### src/rtl/fwm_pkg.sv
package fwm_pkg;

  typedef struct packed {
    logic secure;
    logic priv;
  } fwm_attr_t;

  typedef enum logic [1:0] {
    WR_NONE   = 2'd0,
    WR_ACCEPT = 2'd1,
    WR_REJECT = 2'd2
  } fwm_wr_t;

endpackage

### src/rtl/fwm_access_gate.sv
module fwm_access_gate
  import fwm_pkg::*;
#(
  parameter int unsigned ADDR_W     = 12,
  parameter int unsigned REG_OFFSET = 'h130
) (
  input  logic              wr,
  input  logic [ADDR_W-1:0] addr,
  input  fwm_attr_t         attr,
  input  logic              fs_opt,
  input  logic              lock,
  output fwm_wr_t           decision
);

  localparam logic [ADDR_W-1:0] HIT_ADDR = ADDR_W'(REG_OFFSET);

  logic hit;
  logic allowed;

  always_comb begin
    hit     = (addr == HIT_ADDR);
    allowed = !lock && attr.priv && (attr.secure || !fs_opt);
    if (!(wr && hit))
      decision = WR_NONE;
    else if (allowed)
      decision = WR_ACCEPT;
    else
      decision = WR_REJECT;
  end

endmodule

### src/rtl/fwm_len_reg.sv
module fwm_len_reg
  import fwm_pkg::*;
#(
  parameter int unsigned DATA_W    = 32,
  parameter int unsigned LEN_W     = 12,
  parameter int unsigned LEN_LSB   = 16,
  parameter int unsigned RESET_LEN = 'hFFF
) (
  input  logic              clk,
  input  logic              rst,
  input  fwm_wr_t           decision,
  input  logic [DATA_W-1:0] wdata,
  input  logic              rd,
  input  logic              rd_hit,
  output logic [LEN_W-1:0]  len_q,
  output logic [DATA_W-1:0] rdata,
  output logic              illegal
);

  localparam logic [DATA_W-1:0] FIELD_MASK =
    {{(DATA_W-LEN_W){1'b0}}, {LEN_W{1'b1}}} << LEN_LSB;
  localparam logic [DATA_W-1:0] RST_IMG = DATA_W'(RESET_LEN) << LEN_LSB;

  logic [DATA_W-1:0] img_q;

  always_ff @(posedge clk) begin
    if (rst) begin
      img_q   <= RST_IMG;
      rdata   <= '0;
      illegal <= 1'b0;
    end else begin
      illegal <= (decision == WR_REJECT);
      if (rd)
        rdata <= rd_hit ? img_q : '0;
      if (decision == WR_ACCEPT)
        img_q <= wdata & FIELD_MASK;
    end
  end

  assign len_q = img_q[LEN_LSB +: LEN_W];

endmodule

### src/rtl/fwm_lookup.sv
module fwm_lookup #(
  parameter int unsigned LEN_W  = 12,
  parameter int unsigned OFFS_W = 18,
  parameter int unsigned GRAN_W = 11
) (
  input  logic [LEN_W-1:0]  len,
  input  logic              sec_en,
  input  logic [OFFS_W-1:0] offset,
  output logic              unpriv
);

  localparam int unsigned PAGE_W     = OFFS_W - GRAN_W;
  localparam int unsigned FULL_PAGES = 1 << PAGE_W;

  logic [PAGE_W:0]   eff_len;
  logic [OFFS_W:0]   limit;

  generate
    if (LEN_W > PAGE_W) begin : g_sat
      always_comb begin
        if (len >= LEN_W'(FULL_PAGES))
          eff_len = (PAGE_W+1)'(FULL_PAGES);
        else
          eff_len = len[PAGE_W:0];
      end
    end else begin : g_nosat
      always_comb eff_len = (PAGE_W+1)'(len);
    end
  endgenerate

  always_comb begin
    limit  = {eff_len, {GRAN_W{1'b0}}};
    unpriv = !sec_en || ({1'b0, offset} < limit);
  end

endmodule

### src/rtl/fwm_watermark.sv
module fwm_watermark
  import fwm_pkg::*;
#(
  parameter int unsigned ADDR_W     = 12,
  parameter int unsigned REG_OFFSET = 'h130,
  parameter int unsigned DATA_W     = 32,
  parameter int unsigned LEN_W      = 12,
  parameter int unsigned LEN_LSB    = 16,
  parameter int unsigned RESET_LEN  = 'hFFF,
  parameter int unsigned OFFS_W     = 18,
  parameter int unsigned GRAN_W     = 11
) (
  input  logic              clk,
  input  logic              rst,
  input  logic [ADDR_W-1:0] reg_addr,
  input  logic              reg_wr,
  input  logic              reg_rd,
  input  logic [DATA_W-1:0] reg_wdata,
  input  logic              attr_secure,
  input  logic              attr_priv,
  input  logic              sec_enable,
  input  logic              flash_secure_opt,
  input  logic              cfg_lock,
  output logic [DATA_W-1:0] reg_rdata,
  output logic              wr_illegal,
  input  logic [OFFS_W-1:0] lk_offset,
  output logic              lk_unpriv
);

  localparam logic [ADDR_W-1:0] HIT_ADDR = ADDR_W'(REG_OFFSET);

  fwm_attr_t        attr;
  fwm_wr_t          decision;
  logic [LEN_W-1:0] len_q;
  logic             rd_hit;

  assign attr   = '{secure: attr_secure, priv: attr_priv};
  assign rd_hit = (reg_addr == HIT_ADDR);

  fwm_access_gate #(
    .ADDR_W    (ADDR_W),
    .REG_OFFSET(REG_OFFSET)
  ) u_gate (
    .wr      (reg_wr),
    .addr    (reg_addr),
    .attr    (attr),
    .fs_opt  (flash_secure_opt),
    .lock    (cfg_lock),
    .decision(decision)
  );

  fwm_len_reg #(
    .DATA_W   (DATA_W),
    .LEN_W    (LEN_W),
    .LEN_LSB  (LEN_LSB),
    .RESET_LEN(RESET_LEN)
  ) u_reg (
    .clk     (clk),
    .rst     (rst),
    .decision(decision),
    .wdata   (reg_wdata),
    .rd      (reg_rd),
    .rd_hit  (rd_hit),
    .len_q   (len_q),
    .rdata   (reg_rdata),
    .illegal (wr_illegal)
  );

  fwm_lookup #(
    .LEN_W (LEN_W),
    .OFFS_W(OFFS_W),
    .GRAN_W(GRAN_W)
  ) u_lookup (
    .len   (len_q),
    .sec_en(sec_enable),
    .offset(lk_offset),
    .unpriv(lk_unpriv)
  );

endmodule

### config.mk
export PLATFORM = sky130hd
export DESIGN_NAME = fwm_watermark
export DESIGN_NICKNAME = d
export VERILOG_FILES = /design/src/rtl/fwm_pkg.sv /design/src/rtl/fwm_access_gate.sv /design/src/rtl/fwm_len_reg.sv /design/src/rtl/fwm_lookup.sv /design/src/rtl/fwm_watermark.sv
export SDC_FILE = /design/constraint.sdc
export NUM_CORES = 1
export LEC_CHECK = 0
export ABC_AREA = 1
export BUFFER_PORTS_ARGS = -buffer_cell sky130_fd_sc_hd__buf_2
export CAP_MARGIN = 20
export CORE_MARGIN = 2
export CORE_UTILIZATION = 41
export CTS_BUF_LIST = sky130_fd_sc_hd__clkbuf_4 sky130_fd_sc_hd__clkbuf_8
export DETAILED_ROUTE_END_ITERATION = 8
export GPL_ROUTABILITY_DRIVEN = 1
export PLACE_DENSITY = 0.79
export RECOVER_POWER = 50
export SLEW_MARGIN = 10
export SYNTH_ARGS = -nofsm -noshare
export SYNTH_HDL_FRONTEND = slang
export SYNTH_SLANG_ARGS = --single-unit
### constraint.sdc
create_clock -name clk -period 1.63 [get_ports clk]
set_input_delay 0.0815 -clock clk [delete_from_list [all_inputs] [get_ports clk]]
set_output_delay 0.0815 -clock clk [all_outputs]
set_load 0.01 [all_outputs]
==> results.json, run 1 <==
{
  "overflow": 0,
  "grt_pass1_vias": 1330,
  "clock_path_buffers": 2,
  "crit_arrival_ns": 1.91,
  "cp_max_fo": 7,
  "dieArea_um2": 3920,
  "io_pins": 105,
  "yosysSeqAreaShare_pct": 35.6,
  "dp_hpwl_mm": 2.48,
  "endpoint_kind": "output port",
  "drcViolationCount": 0,
  "start_kind": "flop",
  "fin_crit_sh_pct": 122,
  "yosysTopAreaCell": "dfxtp_1",
  "final_util_pct": 54.0,
  "cp.required_ns": 1.55,
  "die_x_um": 62.6,
  "fp.dieH_um": 62.6,
  "drv_slew": 0,
  "layout_setup_ws_ns": -0.363,
  "cts_tree": "built",
  "track_usage_pct": 17.1,
  "rows": 21,
  "route.detailed.wl_per_inst_um": 10.9,
  "viasPerCell": 4.76,
  "status": "finished, violations left",
  "worst_pin_slew_ns": 0.943,
  "yosys_warnings": 0,
  "path_class": "reg -> out",
  "instances_no_fill": 301,
  "antenna_found_initial": 0,
  "dr_total_vias": 1432,
  "synth_area_per_cell_um2": 7.29,
  "core_area_um2": 3310,
  "clkTransAtPathRegs_ns": 0.13,
  "netlist_area_um2": 1410,
  "area_delta_synth_final_pct": 27.1,
  "drt_iter0_markers": 53,
  "holdWs_ns": -0.00216,
  "ant_nets": 0,
  "initial_core_util_pct": 42.5,
  "root_buffer": "clkbuf_4",
  "max_freq_mhz": 502,
  "cts_sinks": 25,
  "gp_congestion": 0.805,
  "antenna_cells": 0,
  "rsz0062_at_grt": "yes",
  "clk_latency_ns": 0.33,
  "cts_buffers": 3,
  "stdcell_area_um2": 1790,
  "violations": "hold timing, setup timing",
  "slew_headroom_pct": 37.1,
  "hold_violations": 1,
  "netlist.area_leader.share_pct": 35.6,
  "setup_viol_count_final": 1,
  "hold_path_class": "in -> reg",
  "grt_pass1_wl_mm": 5.40,
  "skew_ns": 0.00313,
  "p_leak_uw": 0.000845,
  "drive_gt1_share_pct": 29.0,
  "drt_pass1_iterations": 4,
  "power_density_nw_per_um2": 583,
  "place_inst": 291,
  "placed_area_um2": 1670,
  "grt_max_degree": 24,
  "synth_area_leaders": "dfxtp_1, nand2_1, buf_4",
  "wl_mm": 3.29,
  "drv_cap": 0,
  "min_period_ns": 1.99,
  "synth_cell_types": 20,
  "synth_seq_cells": 25,
  "io_buffers": 53,
  "syn_inst": 193,
  "layout.nets": 333,
  "cts.htree.levels": 1,
  "ir_drop_v": 0.000207
}
[report_power, final]
part | internal (uW) | switching [uW]
Combinational | 56.3 | 90.5
Clock | 92.3 | 191
Sequential | 612 | 0.704
[repair_timing]
action                                 4_1_cts  5_1_grt
setup endpoints to repair                    1        1
endpoints found under the hold margin        2        0
hold buffers                                 2        0
setup buffers                                2        2
pin swaps                                   12        8
resized for setup                           10        5
[registers in the layout (all words and copies together), names as in the netlist]
| register | count |
|---|---|
| u_reg.img_q | 12 |
| u_reg.rdata | 12 |
| u_reg.illegal | 1 |
[critical path, stage by stage (launching register included)]
cell and delay (ns):
dfxtp_2 0.35, nor2_1 0.10, nand2_1 0.07, nor2_2 0.09, buf_6 0.13, buf_6 0.10
nand2_4 0.04, ha_4 0.27, nand2_2 0.05, inv_2 0.04, nand2_1 0.04, nand2_1 0.06
nand2_1 0.04, nand2_1 0.05, nand2_1 0.04, buf_2 0.13
[cell type report]
type	count	area [um^2]
clock buffer	3	22.5
clock inverter	1	5.00
fill	342	1520
inverter	14	52.6
multi-input combinational	144	779
sequential	25	503
tap	46	57.6
timing repair buffer	68	369
[path summary, 6_finish.rpt]
path / start / cells past startpoint / slack (ns) / end
max: u_reg.img_q[25]$_SDFFE_PP1N_ / 15 / -0.36 / lk_unpriv
min: reg_wdata[23] / 3 / -0.002 / u_reg.img_q[23]$_SDFFE_PP1N_
max reg2reg: u_reg.img_q[26]$_SDFFE_PP1N_ / 4 / 0.80 / u_reg.img_q[26]$_SDFFE_PP1N_
min reg2reg: u_reg.rdata[25]$_SDFFE_PP0P_ / 2 / 0.47 / u_reg.rdata[25]$_SDFFE_PP0P_
[synth_stat cells, drive strengths merged]
master	instances
a21oi	15
buf	23
clkbuf	6
conb	1
dfxtp	25
ha	6
inv	14
nand2	44
nand3	26
nand4	15
nor2	8
nor3	6
nor4	1
o21ai	2
or2	1
[logic make-up (layout without fill, tap and decap cells)]
group / count (synthesis) / count (layout) / synth area share, %
AO/OA/AOI/OAI: 17 / 17 / 6.04
adder cells (fa/ha/maj): 6 / 6 / 5.33
buffers and inverters: 43 / 86 / 17.7
flip-flops: 25 / 25 / 35.6
other: 1 / 20 / 0.266
AND/OR/NAND/NOR: 101 / 101 / 35.1
[through the flow]
step                      hold WS (ns)  worst slack, ns  setup TNS [ns]  total power (uW)
after floorplan                  0.151           0.0996               0               733
after global placement           0.340          -0.0120         -0.0120               759
after detailed placement         0.344          -0.0541         -0.0541               763
after CTS                      0.00122           -0.405          -0.405              1040
after global routing           0.00882           -0.574           -1.17              1090
final                         -0.00216           -0.363          -0.363              1040
[per-layer routing]
| metal | up-vias | global-route usage [%] | routed length [um] |
|---|---|---|---|
| li1 | 730 | - | - |
| met1 | 644 | 18.6 | 1430 |
| met2 | 51 | 31.3 | 1620 |
| met3 | 7 | 2.88 | 178 |
| met4 | 0 | 9.17 | 61 |
| met5 | - | 0 | 0 |
[layout by cell type (no fill, tap or decap), types with 2 or more instances in the layout]
master          n
ha_1            4
nand2_2         2
clkbuf_4        3
nor2_1          6
ha_4            2
dfxtp_1        23
a21oi_1        13
dlygate4sd3_1   2
nor3_2          2
buf_2          42
nand2_1        41
nand4_1        15
buf_4           9
nor2_2          2
clkbuf_1       13
o21ai_0         2
nand3_1        25
conb_1         20
nor3_1          4
buf_6           2
dfxtp_2         2
a21oi_2         2
inv_1          13
Note: power is estimated with default switching activity, not from simulation.
==> inputs of run 2 (changes only) <==
--- a/config.mk
+++ b/config.mk
@@ -9,13 +9,14 @@
 export BUFFER_PORTS_ARGS = -buffer_cell sky130_fd_sc_hd__buf_2
 export CAP_MARGIN = 20
 export CORE_MARGIN = 2
-export CORE_UTILIZATION = 41
+export CORE_UTILIZATION = 42
 export CTS_BUF_LIST = sky130_fd_sc_hd__clkbuf_4 sky130_fd_sc_hd__clkbuf_8
 export DETAILED_ROUTE_END_ITERATION = 8
 export GPL_ROUTABILITY_DRIVEN = 1
-export PLACE_DENSITY = 0.79
+export PLACE_DENSITY = 0.8
 export RECOVER_POWER = 50
 export SLEW_MARGIN = 10
 export SYNTH_ARGS = -nofsm -noshare
 export SYNTH_HDL_FRONTEND = slang
+export SYNTH_HIERARCHICAL = 1
 export SYNTH_SLANG_ARGS = --single-unit
==> constraint.sdc (replaced) <==
create_clock -name clk -period 2.05 [get_ports clk]
set_input_delay 0.1025 -clock clk [delete_from_list [all_inputs] [get_ports clk]]
set_output_delay 0.1025 -clock clk [all_outputs]
set_load 0.01 [all_outputs]
==> results.json, run 2 <==
{
  "whs_path_depth": 3,
  "die_x_um": 62.6,
  "p_leak_uw": 0.000840,
  "dr_total_vias": 1397,
  "synth_seq_cells": 25,
  "io_pins": 105,
  "holdWs_ns": 0.0182,
  "initial_core_util_pct": 43.5,
  "area_delta_synth_final_pct": 20.8,
  "clock_path_buffers": 2,
  "setup_viol_count_final": 0,
  "max_freq_mhz": 489,
  "fp.dieH_um": 62.6,
  "grt_max_degree": 15,
  "drive_gt1_share_pct": 25.4,
  "synthFlopType": "dfxtp_1",
  "drv_cap": 0,
  "critPathLaunch": "u_reg/img_q[23]$_SDFFE_PP1N_",
  "antenna_cells": 0,
  "start_kind": "flop",
  "cts.htree.levels": 1,
  "yosysMostFrequentCell": "nand2_1",
  "synth_compound_area_share_pct": 5.56,
  "synth_edf_count": 0,
  "cts_sinks": 25,
  "cp.required_ns": 1.95,
  "min_period_ns": 2.05,
  "ys_async_sr_fraction_pct": 0,
  "hold_buffers": 0,
  "cts_tree": "built",
  "setup_tns_ns": 0,
  "layout.nets": 338,
  "grt_pass1_vias": 1349,
  "synth_cell_types": 19,
  "place_inst": 298,
  "ir_drop_v": 0.000247,
  "cp_max_fo": 8,
  "fin_crit_sh_pct": 99.8,
  "clk_latency_ns": 0.31,
  "synth_top_family_by_area": "simple AND/OR/NAND/NOR gates",
  "synthAdderAreaFrac_pct": 5.21,
  "viasPerCell": 4.57,
  "hold_path_class": "in -> reg",
  "worstRegToRegCells": 3,
  "cts_buffers": 3,
  "largestRegisters": "u_reg/img_q: 12 flops, u_reg/rdata: 12 flops, u_reg/illegal: 1 flops",
  "rows": 21,
  "dieArea_um2": 3910,
  "yosys_warnings": 6,
  "io_buffers": 53,
  "rsz0062_at_grt": "yes",
  "core_area_um2": 3310,
  "final_common_cell": "nand2_1",
  "synthMuxAreaShare_pct": 0,
  "crit_arrival_ns": 1.94,
  "placed_area_um2": 1630,
  "power_density_nw_per_um2": 464,
  "skew_ns": 0.00782,
  "track_usage_pct": 16.8,
  "status": "completed",
  "final_cell_mix": "nand2_1, buf_2, nand3_1",
  "path_class": "reg -> out",
  "worstReg2RegStart": "u_reg/img_q[23]$_SDFFE_PP1N_",
  "dp_hpwl_mm": 2.33,
  "wl_mm": 3.18,
  "yosysTopAreaCell": "dfxtp_1",
  "syn_inst": 207,
  "hold_violations": 0,
  "overflow": 0,
  "synth_area_per_cell_um2": 6.96,
  "slew_headroom_pct": 45.6,
  "gp_congestion": 0.783,
  "worst_pin_slew_ns": 0.814,
  "antenna_found_initial": 0,
  "root_buffer": "clkbuf_4",
  "yosysSeqAreaShare_pct": 34.8,
  "synthSimpleGateAreaFrac_pct": 33.7,
  "drcViolationCount": 0,
  "drt_pass1_iterations": 5,
  "synth_area_leaders": "dfxtp_1, nand2_1, nand3_1",
  "instances_no_fill": 306,
  "drt_iter0_markers": 49,
  "ant_nets": 0,
  "clkTransAtPathRegs_ns": 0.14,
  "route.detailed.wl_per_inst_um": 10.4,
  "final_util_pct": 52.5,
  "grt_pass1_wl_mm": 5.47,
  "synth-xor-area-share_pct": 0,
  "netlist.area_leader.share_pct": 34.8,
  "netlist_area_um2": 1440,
  "drv_slew": 0,
  "hold_start": "reg_wdata[27]",
  "synth_common_cells": "nand2_1, nand3_1, dfxtp_1, buf_4, inv_1",
  "endpoint_kind": "output port",
  "stdcell_area_um2": 1740
}
[run 2: layout make-up]
cell class                      instances  area, um^2
Tap cell                               46        57.6
Timing Repair Buffer                   58         289
Inverter                               21        78.8
Fill cell                             365        1570
Clock buffer                            3        22.5
Sequential cell                        25         503
Multi-Input combinational cell        152         783
Clock inverter                          1        5.00
[run 2: power by group]
part | leakage [uW] | total (uW) | switching [uW] | internal, uW
registers | 0.000201 | 486 | 0.0223 | 486
clock network | 0.0000177 | 213 | 141 | 72.8
logic | 0.000622 | 107 | 63.8 | 43.2
[run 2: final timing paths]
check | slack [ns] | to
setup reg to reg | 1.33 | u_reg/rdata[23]$_SDFFE_PP0P_
hold / removal | 0.02 | u_reg/img_q[27]$_SDFFE_PP1N_
setup / recovery | 0.004 | lk_unpriv
hold reg to reg | 0.47 | u_reg/rdata[17]$_SDFFE_PP0P_
[run 2: cells by family (layout without fill, tap and decap cells)]
| kind of cell | after synthesis | count (layout) |
|---|---|---|
| AND/OR/NAND/NOR | 110 | 110 |
| AO/OA/AOI/OAI | 16 | 16 |
| buffers and inverters | 49 | 83 |
| other | 1 | 20 |
| flip-flops | 25 | 25 |
| adder cells (fa/ha/maj) | 6 | 6 |
[run 2: what timing repair did]
action / in CTS / in global routing
pin swaps: 11 / 6
setup buffers: 4 / 0
resized for setup: 11 / 4
endpoints found under the setup margin: 1 / 1
[run 2: layer usage]
metal / GRT usage (%) / wire (um) / up-vias
li1: - / - / 724
met1: 19.8 / 1350 / 613
met2: 31.5 / 1590 / 56
met3: 2.52 / 216 / 4
met4: 4.17 / 26 / 0
met5: 0 / 0 / -
[run 2: critical path, cell delays in order (launching register included)]
cell     delay (ns)
dfxtp_2        0.35
nor2_1         0.09
nand2_1        0.08
nor2_4         0.21
buf_6          0.15
nand2_4        0.05
ha_4           0.26
nand2_2        0.04
nand2_1        0.05
nand2_1        0.05
nand2_1        0.05
nand2_1        0.04
nand2_1        0.05
nand2_1        0.04
buf_2          0.13
[run 2: metrics by stage]
stage	setup WS [ns]	power, uW
floorplan	0.541	579
global placement	0.311	591
detailed placement	0.298	595
CTS	-0.0238	811
global route	-0.166	849
finish	0.00402	806
==> inputs of run 3 (changes only) <==
==> constraint.sdc (replaced) <==
create_clock -name clk -period 2.05 [get_ports clk]
set_input_delay 0 -clock clk [delete_from_list [all_inputs] [get_ports clk]]
set_output_delay 0 -clock clk [all_outputs]
set_load 0.01 [all_outputs]
==> results.json, run 3 (same netlist as run 2, synthesis figures left out) <==
{
  "layout_setup_ws_ns": 0.0656,
  "instances_no_fill": 318,
  "setup_viol_count_final": 0,
  "cts_tree": "built",
  "initial_core_util_pct": 43.5,
  "place_ws_ns": 0.379,
  "io_buffers": 53,
  "start_kind": "flop",
  "viasPerCell": 4.54,
  "p_clk_share_pct": 27.4,
  "use_met2_pct": 29.8,
  "ant_nets": 0,
  "drcViolationCount": 0,
  "ir_drop_v": 0.000154,
  "setup_tns_ns": 0,
  "grt_most_used_layer": "met2",
  "switchingPower_uw": 205,
  "status": "completed",
  "area_delta_synth_final_pct": 28.8,
  "clock_path_buffers": 2,
  "clkTransAtPathRegs_ns": 0.13,
  "root_buffer": "clkbuf_4",
  "nFillCells": 356,
  "antenna_cells": 0,
  "hold_path_class": "in -> reg",
  "core_area_um2": 3310,
  "intPower_uw": 632,
  "largestRegisters": "u_reg/img_q: 12 flops, u_reg/rdata: 12 flops, u_reg/illegal: 1 flops",
  "dieArea_um2": 3910,
  "route.detailed.wl_per_inst_um": 10.6,
  "cp_max_fo": 8,
  "drt_iter0_markers": 29,
  "wl_mm": 3.38,
  "hold_violations": 0,
  "drt_pass1_iterations": 4,
  "slew_headroom_pct": 43.8,
  "drive_gt1_share_pct": 24.6,
  "max_freq_mhz": 504,
  "clk_latency_ns": 0.31,
  "p_total_uw": 837,
  "cts_buffers": 3,
  "p_leak_uw": 0.000892,
  "rsz0062_at_grt": "yes",
  "place_inst": 298,
  "overflow": 0,
  "final_cell_mix": "nand2_1, buf_2, nand3_1",
  "comb_power_share_pct": 14.6,
  "io_pins": 105,
  "endpoint_kind": "output port",
  "rows": 21,
  "grt_use_met1_pct": 18.7,
  "grt_pass1_wl_mm": 5.18,
  "min_period_ns": 1.98,
  "seqPwrFrac_pct": 58.0,
  "drv_cap": 0,
  "crit_arrival_ns": 1.98,
  "dr_total_vias": 1443,
  "fin_crit_sh_pct": 96.8,
  "final_common_cell": "nand2_1",
  "worst_pin_slew_ns": 0.840,
  "antenna_found_initial": 0,
  "grt_max_degree": 15,
  "dp_hpwl_mm": 2.34,
  "track_usage_pct": 16.2,
  "cts.htree.levels": 1,
  "power_density_nw_per_um2": 451,
  "cp.required_ns": 2.05,
  "cts_sinks": 25,
  "fp.dieH_um": 62.6,
  "grt_use_met3_pct": 2.70,
  "layout.nets": 350,
  "switching_share_pct": 24.5,
  "gp_congestion": 0.784,
  "skew_ns": 0.00325,
  "drv_slew": 0,
  "grt_pass1_vias": 1234,
  "path_class": "reg -> out",
  "die_x_um": 62.6
}
[run 3: path summary, 6_finish.rpt]
path / start / cells after the start / end / slack, ns
max: u_reg/img_q[25]$_SDFFE_PP1N_ / 11 / lk_unpriv / 0.07
min reg2reg: u_reg/rdata[20]$_SDFFE_PP0P_ / 2 / u_reg/rdata[20]$_SDFFE_PP0P_ / 0.48
max reg2reg: u_reg/img_q[16]$_SDFFE_PP1N_ / 2 / u_reg/rdata[16]$_SDFFE_PP0P_ / 1.31
min: rst / 2 / u_reg/rdata[25]$_SDFFE_PP0P_ / 0.03
[run 3: metal layers]
metal | vias to the layer above | part of all wire (%)
met1 | 626 | 40
met2 | 64 | 52
met3 | 4 | 7.2
met5 | - | 0
li1 | 749 | -
met4 | 0 | 0.95
[run 3: timing repair]
item                       CTS  global route
gates resized for setup      0            16
hold buffers                12             0
setup buffers                0             4
hold endpoints to repair    12             0
setup endpoints to repair    0             1
[run 3: metrics by stage]
stage	hold slack, ns	utilization [%]	area, um^2
CTS	0.0131	53.6	1780
global placement	0.235	49.1	1630
floorplan	0.0691	-	1510
detailed placement	0.242	49.1	1630
finish	0.0310	56.0	1850
global route	0.0273	56.0	1850
[run 3: worst max-delay path, stage by stage (launching register included)]
cell     delay, ns
dfxtp_2       0.35
nor2_2        0.11
nand2_2       0.07
nor2_4        0.23
nand2_2       0.12
ha_4          0.28
a21oi_2       0.05
nor3_2        0.18
a21oi_2       0.05
nand2_1       0.06
nand2_1       0.04
buf_2         0.13
[run 3: area by class of cell]
| cell class | instances | area, um^2 | share of cell area [%] |
|---|---|---|---|
| multi-input cells | 152 | 776 | 41.8 |
| flip-flops and latches | 25 | 503 | 27.1 |
| repair buffers | 70 | 409 | 22.1 |
| inverters | 21 | 78.8 | 4.25 |
| well taps | 46 | 57.6 | 3.10 |
| clock buffers | 4 | 30.0 | 1.62 |
[run 3: power by group through the flow]
stage	sequential [uW]	clock [uW]	combinational, uW
6_report	486	229	122
5_1_grt	486	257	138
2_1_floorplan	497	0	82.5
3_5_place_dp	497	0	98.0
4_1_cts	486	238	116
3_3_place_gp	497	0	94.8
